<file path="config.mk">
export PLATFORM = sky130hd
export DESIGN_NAME = mcell_bank
export DESIGN_NICKNAME = d
export VERILOG_FILES = /design/src/rtl/mcb_pkg.sv /design/src/rtl/mcb_rst_sync.sv /design/src/rtl/mcb_decode.sv /design/src/rtl/mcb_ctrl_regs.sv /design/src/rtl/mcb_cell_group.sv /design/src/rtl/mcb_pin_ctl.sv /design/src/rtl/mcell_bank.sv
export SDC_FILE = /design/constraint.sdc
export NUM_CORES = 1
export LEC_CHECK = 0
export BUFFER_PORTS_ARGS = -buffer_cell sky130_fd_sc_hd__buf_2
export CAP_MARGIN = 20
export CORE_MARGIN = 3
export CORE_UTILIZATION = 45
export DETAILED_ROUTE_END_ITERATION = 6
export GPL_TIMING_DRIVEN = 0
export PLACE_DENSITY = 0.84
export SYNTH_ARGS = -nofsm -noshare
export SYNTH_HDL_FRONTEND = slang
export SYNTH_HIERARCHICAL = 1
export SYNTH_SLANG_ARGS = --single-unit
</file>
<file path="constraint.sdc">
create_clock -name clk_i -period 5.1 [get_ports clk_i]
set_clock_uncertainty 0.2 [all_clocks]
set_input_delay 1.275 -clock clk_i [delete_from_list [all_inputs] [get_ports clk_i]]
set_output_delay 1.275 -clock clk_i [all_outputs]
set_load 0.005 [all_outputs]
</file>
<file path="src/rtl/mcb_pkg.sv">
package mcb_pkg;

  // Kind of register selected by the bus address.
  typedef enum logic [1:0] {
    K_CELL = 2'd0,
    K_MASK = 2'd1,
    K_DIR  = 2'd2,
    K_NONE = 2'd3
  } reg_kind_e;

  // Number of register slots per group kind (cells, masks, directions).
  localparam int KINDS = 3;

endpackage

</file>
<file path="src/rtl/mcb_rst_sync.sv">
module mcb_rst_sync (
  input  logic clk_i,
  input  logic rst_ni,
  output logic rst_sn_o
);

  logic s1_q, s2_q;

  always_ff @(posedge clk_i or negedge rst_ni) begin
    if (!rst_ni) begin
      s1_q <= 1'b0;
      s2_q <= 1'b0;
    end else begin
      s1_q <= 1'b1;
      s2_q <= s1_q;
    end
  end

  assign rst_sn_o = s2_q;

endmodule

</file>
<file path="src/rtl/mcb_decode.sv">
module mcb_decode import mcb_pkg::*; #(
  parameter int GROUPS = 2,
  parameter int ADDR_W = 3,
  parameter int GIW    = 1
) (
  input  logic              we_i,
  input  logic [ADDR_W-1:0] addr_i,
  output logic [GROUPS-1:0] cell_we_o,
  output logic [GROUPS-1:0] mask_we_o,
  output logic [GROUPS-1:0] dir_we_o,
  output reg_kind_e         kind_o,
  output logic [GIW-1:0]    grp_o
);

  int a;

  always_comb begin
    a      = int'(addr_i);
    kind_o = K_NONE;
    grp_o  = '0;
    if (a < GROUPS) begin
      kind_o = K_CELL;
      grp_o  = GIW'(a);
    end else if (a < 2 * GROUPS) begin
      kind_o = K_MASK;
      grp_o  = GIW'(a - GROUPS);
    end else if (a < KINDS * GROUPS) begin
      kind_o = K_DIR;
      grp_o  = GIW'(a - 2 * GROUPS);
    end
  end

  always_comb begin
    cell_we_o = '0;
    mask_we_o = '0;
    dir_we_o  = '0;
    for (int g = 0; g < GROUPS; g++) begin
      if (we_i && int'(grp_o) == g) begin
        cell_we_o[g] = (kind_o == K_CELL);
        mask_we_o[g] = (kind_o == K_MASK);
        dir_we_o[g]  = (kind_o == K_DIR);
      end
    end
  end

endmodule

</file>
<file path="src/rtl/mcb_ctrl_regs.sv">
module mcb_ctrl_regs #(
  parameter int GW = 8
) (
  input  logic          clk_i,
  input  logic          rst_ni,
  input  logic          mask_we_i,
  input  logic          dir_we_i,
  input  logic [GW-1:0] wdata_i,
  output logic [GW-1:0] mask_o,
  output logic [GW-1:0] dir_o
);

  logic [GW-1:0] mask_q, mask_d;
  logic [GW-1:0] dir_q, dir_d;
  logic          mask_en, dir_en;

  always_comb begin
    mask_en = mask_we_i;
    dir_en  = dir_we_i;
    mask_d  = wdata_i;
    dir_d   = wdata_i;
  end

  always_ff @(posedge clk_i or negedge rst_ni) begin
    if (!rst_ni) begin
      mask_q <= '0;
      dir_q  <= '0;
    end else begin
      if (mask_en) mask_q <= mask_d;
      if (dir_en)  dir_q  <= dir_d;
    end
  end

  assign mask_o = mask_q;
  assign dir_o  = dir_q;

endmodule

</file>
<file path="src/rtl/mcb_cell_group.sv">
module mcb_cell_group #(
  parameter int GW = 8
) (
  input  logic          clk_i,
  input  logic          rst_ni,
  input  logic          bus_we_i,
  input  logic [GW-1:0] wdata_i,
  input  logic [GW-1:0] mask_i,
  input  logic [GW-1:0] lg_en_i,
  input  logic [GW-1:0] lg_next_i,
  output logic [GW-1:0] q_o
);

  logic [GW-1:0] cell_q, cell_d, cell_en, bus_hit;

  // Bus store takes priority over logic load on an unmasked cell.
  always_comb begin
    for (int b = 0; b < GW; b++) begin
      bus_hit[b] = bus_we_i && !mask_i[b];
      cell_en[b] = bus_hit[b] || lg_en_i[b];
      cell_d[b]  = bus_hit[b] ? wdata_i[b] : lg_next_i[b];
    end
  end

  always_ff @(posedge clk_i or negedge rst_ni) begin
    if (!rst_ni) begin
      cell_q <= '0;
    end else begin
      for (int b = 0; b < GW; b++) begin
        if (cell_en[b]) cell_q[b] <= cell_d[b];
      end
    end
  end

  assign q_o = cell_q;

endmodule

</file>
<file path="src/rtl/mcb_pin_ctl.sv">
module mcb_pin_ctl #(
  parameter int N = 16
) (
  input  logic [N-1:0] cell_i,
  input  logic [N-1:0] dir_i,
  input  logic [N-1:0] pt_oe_i,
  input  logic [N-1:0] cfg_pin_i,
  input  logic [N-1:0] cfg_oe_eq_i,
  output logic [N-1:0] pin_o,
  output logic [N-1:0] pin_oe_o
);

  for (genvar i = 0; i < N; i++) begin : g_pin
    logic drv_term;
    assign drv_term    = cfg_oe_eq_i[i] ? (pt_oe_i[i] | dir_i[i]) : 1'b1;
    assign pin_oe_o[i] = cfg_pin_i[i] & drv_term;
    assign pin_o[i]    = cfg_pin_i[i] & cell_i[i];
  end

endmodule

</file>
<file path="src/rtl/mcell_bank.sv">
module mcell_bank import mcb_pkg::*; #(
  parameter  int GROUPS = 2,
  parameter  int GW     = 8,
  localparam int N      = GROUPS * GW,
  localparam int ADDR_W = $clog2(KINDS * GROUPS + 1),
  localparam int GIW    = (GROUPS > 1) ? $clog2(GROUPS) : 1
) (
  input  logic              clk_i,
  input  logic              rst_ni,
  input  logic              bus_we_i,
  input  logic [ADDR_W-1:0] bus_addr_i,
  input  logic [GW-1:0]     bus_wdata_i,
  output logic [GW-1:0]     bus_rdata_o,
  input  logic [N-1:0]      lg_en_i,
  input  logic [N-1:0]      lg_next_i,
  input  logic [N-1:0]      pt_oe_i,
  input  logic [N-1:0]      cfg_pin_i,
  input  logic [N-1:0]      cfg_oe_eq_i,
  output logic [N-1:0]      fb_o,
  output logic [N-1:0]      pin_o,
  output logic [N-1:0]      pin_oe_o
);

  logic              rst_sn;
  logic [GROUPS-1:0] cell_we, mask_we, dir_we;
  reg_kind_e         rd_kind;
  logic [GIW-1:0]    rd_grp;
  logic [N-1:0]      cell_q, mask_q, dir_q;

  mcb_rst_sync u_rst (
    .clk_i    (clk_i),
    .rst_ni   (rst_ni),
    .rst_sn_o (rst_sn)
  );

  mcb_decode #(.GROUPS(GROUPS), .ADDR_W(ADDR_W), .GIW(GIW)) u_dec (
    .we_i      (bus_we_i),
    .addr_i    (bus_addr_i),
    .cell_we_o (cell_we),
    .mask_we_o (mask_we),
    .dir_we_o  (dir_we),
    .kind_o    (rd_kind),
    .grp_o     (rd_grp)
  );

  for (genvar g = 0; g < GROUPS; g++) begin : g_grp
    mcb_ctrl_regs #(.GW(GW)) u_ctrl (
      .clk_i     (clk_i),
      .rst_ni    (rst_sn),
      .mask_we_i (mask_we[g]),
      .dir_we_i  (dir_we[g]),
      .wdata_i   (bus_wdata_i),
      .mask_o    (mask_q[g*GW +: GW]),
      .dir_o     (dir_q[g*GW +: GW])
    );

    mcb_cell_group #(.GW(GW)) u_cells (
      .clk_i     (clk_i),
      .rst_ni    (rst_sn),
      .bus_we_i  (cell_we[g]),
      .wdata_i   (bus_wdata_i),
      .mask_i    (mask_q[g*GW +: GW]),
      .lg_en_i   (lg_en_i[g*GW +: GW]),
      .lg_next_i (lg_next_i[g*GW +: GW]),
      .q_o       (cell_q[g*GW +: GW])
    );
  end

  mcb_pin_ctl #(.N(N)) u_pins (
    .cell_i      (cell_q),
    .dir_i       (dir_q),
    .pt_oe_i     (pt_oe_i),
    .cfg_pin_i   (cfg_pin_i),
    .cfg_oe_eq_i (cfg_oe_eq_i),
    .pin_o       (pin_o),
    .pin_oe_o    (pin_oe_o)
  );

  assign fb_o = cell_q;

  // Read path: combinational on the address.
  always_comb begin
    bus_rdata_o = '0;
    case (rd_kind)
      K_CELL:  bus_rdata_o = cell_q[int'(rd_grp)*GW +: GW];
      K_MASK:  bus_rdata_o = mask_q[int'(rd_grp)*GW +: GW];
      K_DIR:   bus_rdata_o = dir_q[int'(rd_grp)*GW +: GW];
      default: bus_rdata_o = '0;
    endcase
  end

endmodule

</file>
==> reports/metrics.yaml <==
cp_top_family: "buffers and inverters"
hold_ws_ns: 0.0557
grt_max_degree: 26
ys_seq_area_frac: 0.400
p_leak_nw: 2.07
die-area_sq_mm: 0.00799
dp_hpwl_mm: 6.17
routed_wl_mm: 8.21
root_buffer: "clkbuf_8"
holdBufCountCts: 0
vdd_drop_max_mv: 0.138
cp.arrival_ns: 3.07
synth_top_area_share: 0.400
worstPathCellList: "buf_2 -> clkbuf_1 -> inv_1 -> ha_1 -> buf_2 -> nor2b_1 -> a32o_1 -> a211oi_1 -> buf_2"
cts_made_buffers: 5
io_buffers: 149
final_antenna_net_count: 0
clk_latency_ns: 0.30
clock_sinks: 50
cp_max_fo: 10
relSlewSlack: 0.501
drt-pass1-iter-count: 4
worstMarginPinSlew_ns: 0.741
ctsResizeCount: 0
synthesis.area_sq_mm: 0.00313
drt_drc_violations_left: 0
cts_max_level: 2
rsz0062_at_grt: "no"
synth_cells: 254
grt_pass1_vias: 2450
antennaDiodeCount: 0
grt_pass1_wl_mm: 12.2
path_buf_inv: 5
num_vias: 2591
cts_tree: "built"
ys_ff_latch: 50
end_kind: "output pin"
synth_nets: 351
maxCapViolCount: 0
slowest_stage: "nor2b_1"
max_stage_delay_ns: 0.48
nNetsFinal: 509
drt-initial-drc-count: 91
finalHoldViolCount: 0
worstSetupStartpointType: "primary input"
clock.fmax_mhz: 220
final_max_slew_viol_count: 0
yosysTopAreaCell: "dfrtp_1"
clockBufferDepth: 2
drive_gt1_frac: 0.541
die_y_um: 89.4
viasPerCell: 5.30
synth.area.top_cells: "dfrtp_1 40%, mux2_4 23%, mux2_1 5.8%"
final_common_cell: "buf_2"
wl_per_cell_um: 16.8
power.density_mw_per_mm2: 267
status: "finished, final reports clean"
grt-ovfl-total: 0
min_path_type: "reg -> async"
async_flop_share: 1.00
period_needed_ns: 4.55
synthDistinctLibCells: 33
most-common-layout-cells: "151 x buf_2, 49 x dfrtp_1, 48 x mux2_4"
setup_violations: 0
core_area_sq_mm: 0.00653
syn2layout_area_growth_pct: 30.4
antenna_found_initial: 0
post-cts-setup-buffers: 0
clkTransAtPathRegs_ns: 0.09
yosysWarnings: 6
cpMostUsedCell: "buf_2"
n_fill_cell: 531
finalCritPeriodShare: 0.892
synth-main-ff-cell: "dfrtp_1"
io_pins: 150
start_util: 0.479
avgSynthCellArea_sq_um: 12.3
place_congestion: 0.781
grtUsageTotal: 0.203
required_ns: 3.62
setup_tns_ns: 0
crit_type: "in -> out"
synth_edf_count: 0
die_x_um: 89.4
rows: 29
==> cells in the mapped netlist, types with 2 or more instances <==
master    instances
buf_2             2
and4b_2           2
buf_4             2
ha_1              3
nand2b_1         16
a22oi_1           6
mux2i_1           7
nor2_1           17
a21oi_1           2
a32o_1            6
dfrtp_1          50
a211oi_1          6
mux2_4           48
a22o_1            2
and2_1           16
mux2_1           16
a21boi_1         16
buf_6             5
nand2_1          13
clkbuf_1          2
inv_1             3
and4bb_2          3
==> cell type report <==
class                           count  area (sq um)  area share
Buffer                             12          92.6      0.0227
Timing Repair Buffer              151           773       0.190
Sequential cell                    50          1250       0.307
Clock inverter                      1          7.51     0.00184
Clock buffer                        6          72.6      0.0178
Inverter                            3          11.3     0.00276
Tap cell                           77          96.3      0.0236
Multi-Input combinational cell    189          1770       0.435
==> power by group <==
group	switching (W)	leakage (nW)	internal (W)
logic	0.000115	1.44	0.000214
clock network	0.000130	0.0373	0.0000944
registers	0.0000664	0.593	0.000468
total	0.000312	2.07	0.000777
==> final timing paths <==
check / cells past startpoint / slack [ns] / start / end
max: 9 / 0.55 / bus_addr_i[1] / bus_rdata_o[7]
min: 0 / 0.06 / u_rst/rst_sn_o$_DFF_PN0_ / g_grp[1].u_cells/q_o[3]$_DFFE_PN0P_
max reg2reg: 2 / 3.80 / g_grp[1].u_cells/q_o[7]$_DFFE_PN0P_ / g_grp[1].u_cells/q_o[7]$_DFFE_PN0P_
min reg2reg: 0 / 0.06 / u_rst/rst_sn_o$_DFF_PN0_ / g_grp[1].u_cells/q_o[3]$_DFFE_PN0P_
max in group asynchronous: 1 / 4.06 / rst_ni / u_rst/rst_sn_o$_DFF_PN0_
min in group clk_i: 0 / 0.15 / u_rst/s1_q$_DFF_PN0_ / u_rst/rst_sn_o$_DFF_PN0_
==> flip-flops by register name (all words and copies together), names as in the netlist <==
name                 cells
g_grp.u_cells/q_o       16
g_grp.u_ctrl/dir_o      16
g_grp.u_ctrl/mask_o     16
u_rst/rst_sn_o           1
u_rst/s1_q               1
==> metal layers <==
metal,wire length (um),up-vias,global-route usage
li1,-,1229,-
met1,3590,1235,0.276
met2,3910,118,0.337
met3,613,9,0.0286
met4,95,0,0.0595
met5,0,-,0
==> per-stage QoR <==
step | cells | utilization | setup WS [ns] | area [sq um] | power, W
after floorplan | 254 | - | 1.11 | 3130 | 0.000735
after global placement | 480 | 0.608 | 0.587 | 3970 | 0.000856
after detailed placement | 481 | 0.611 | 0.561 | 3990 | 0.000873
after CTS | 488 | 0.624 | 0.556 | 4070 | 0.00110
after global routing | 489 | 0.625 | 0.417 | 4080 | 0.00116
final | 489 | 0.625 | 0.552 | 4080 | 0.00109
==> kinds of logic after synthesis <==
family,count (synthesis),synth area share
adders and majority gates,3,0.0120
DFF,50,0.400
other,1,0.00120
and+or+nand+nor,72,0.134
buffers and inverters,15,0.0332
AOI/OAI and AO/OA,41,0.102
muxes,72,0.317
(Power assumes the default switching activity.)
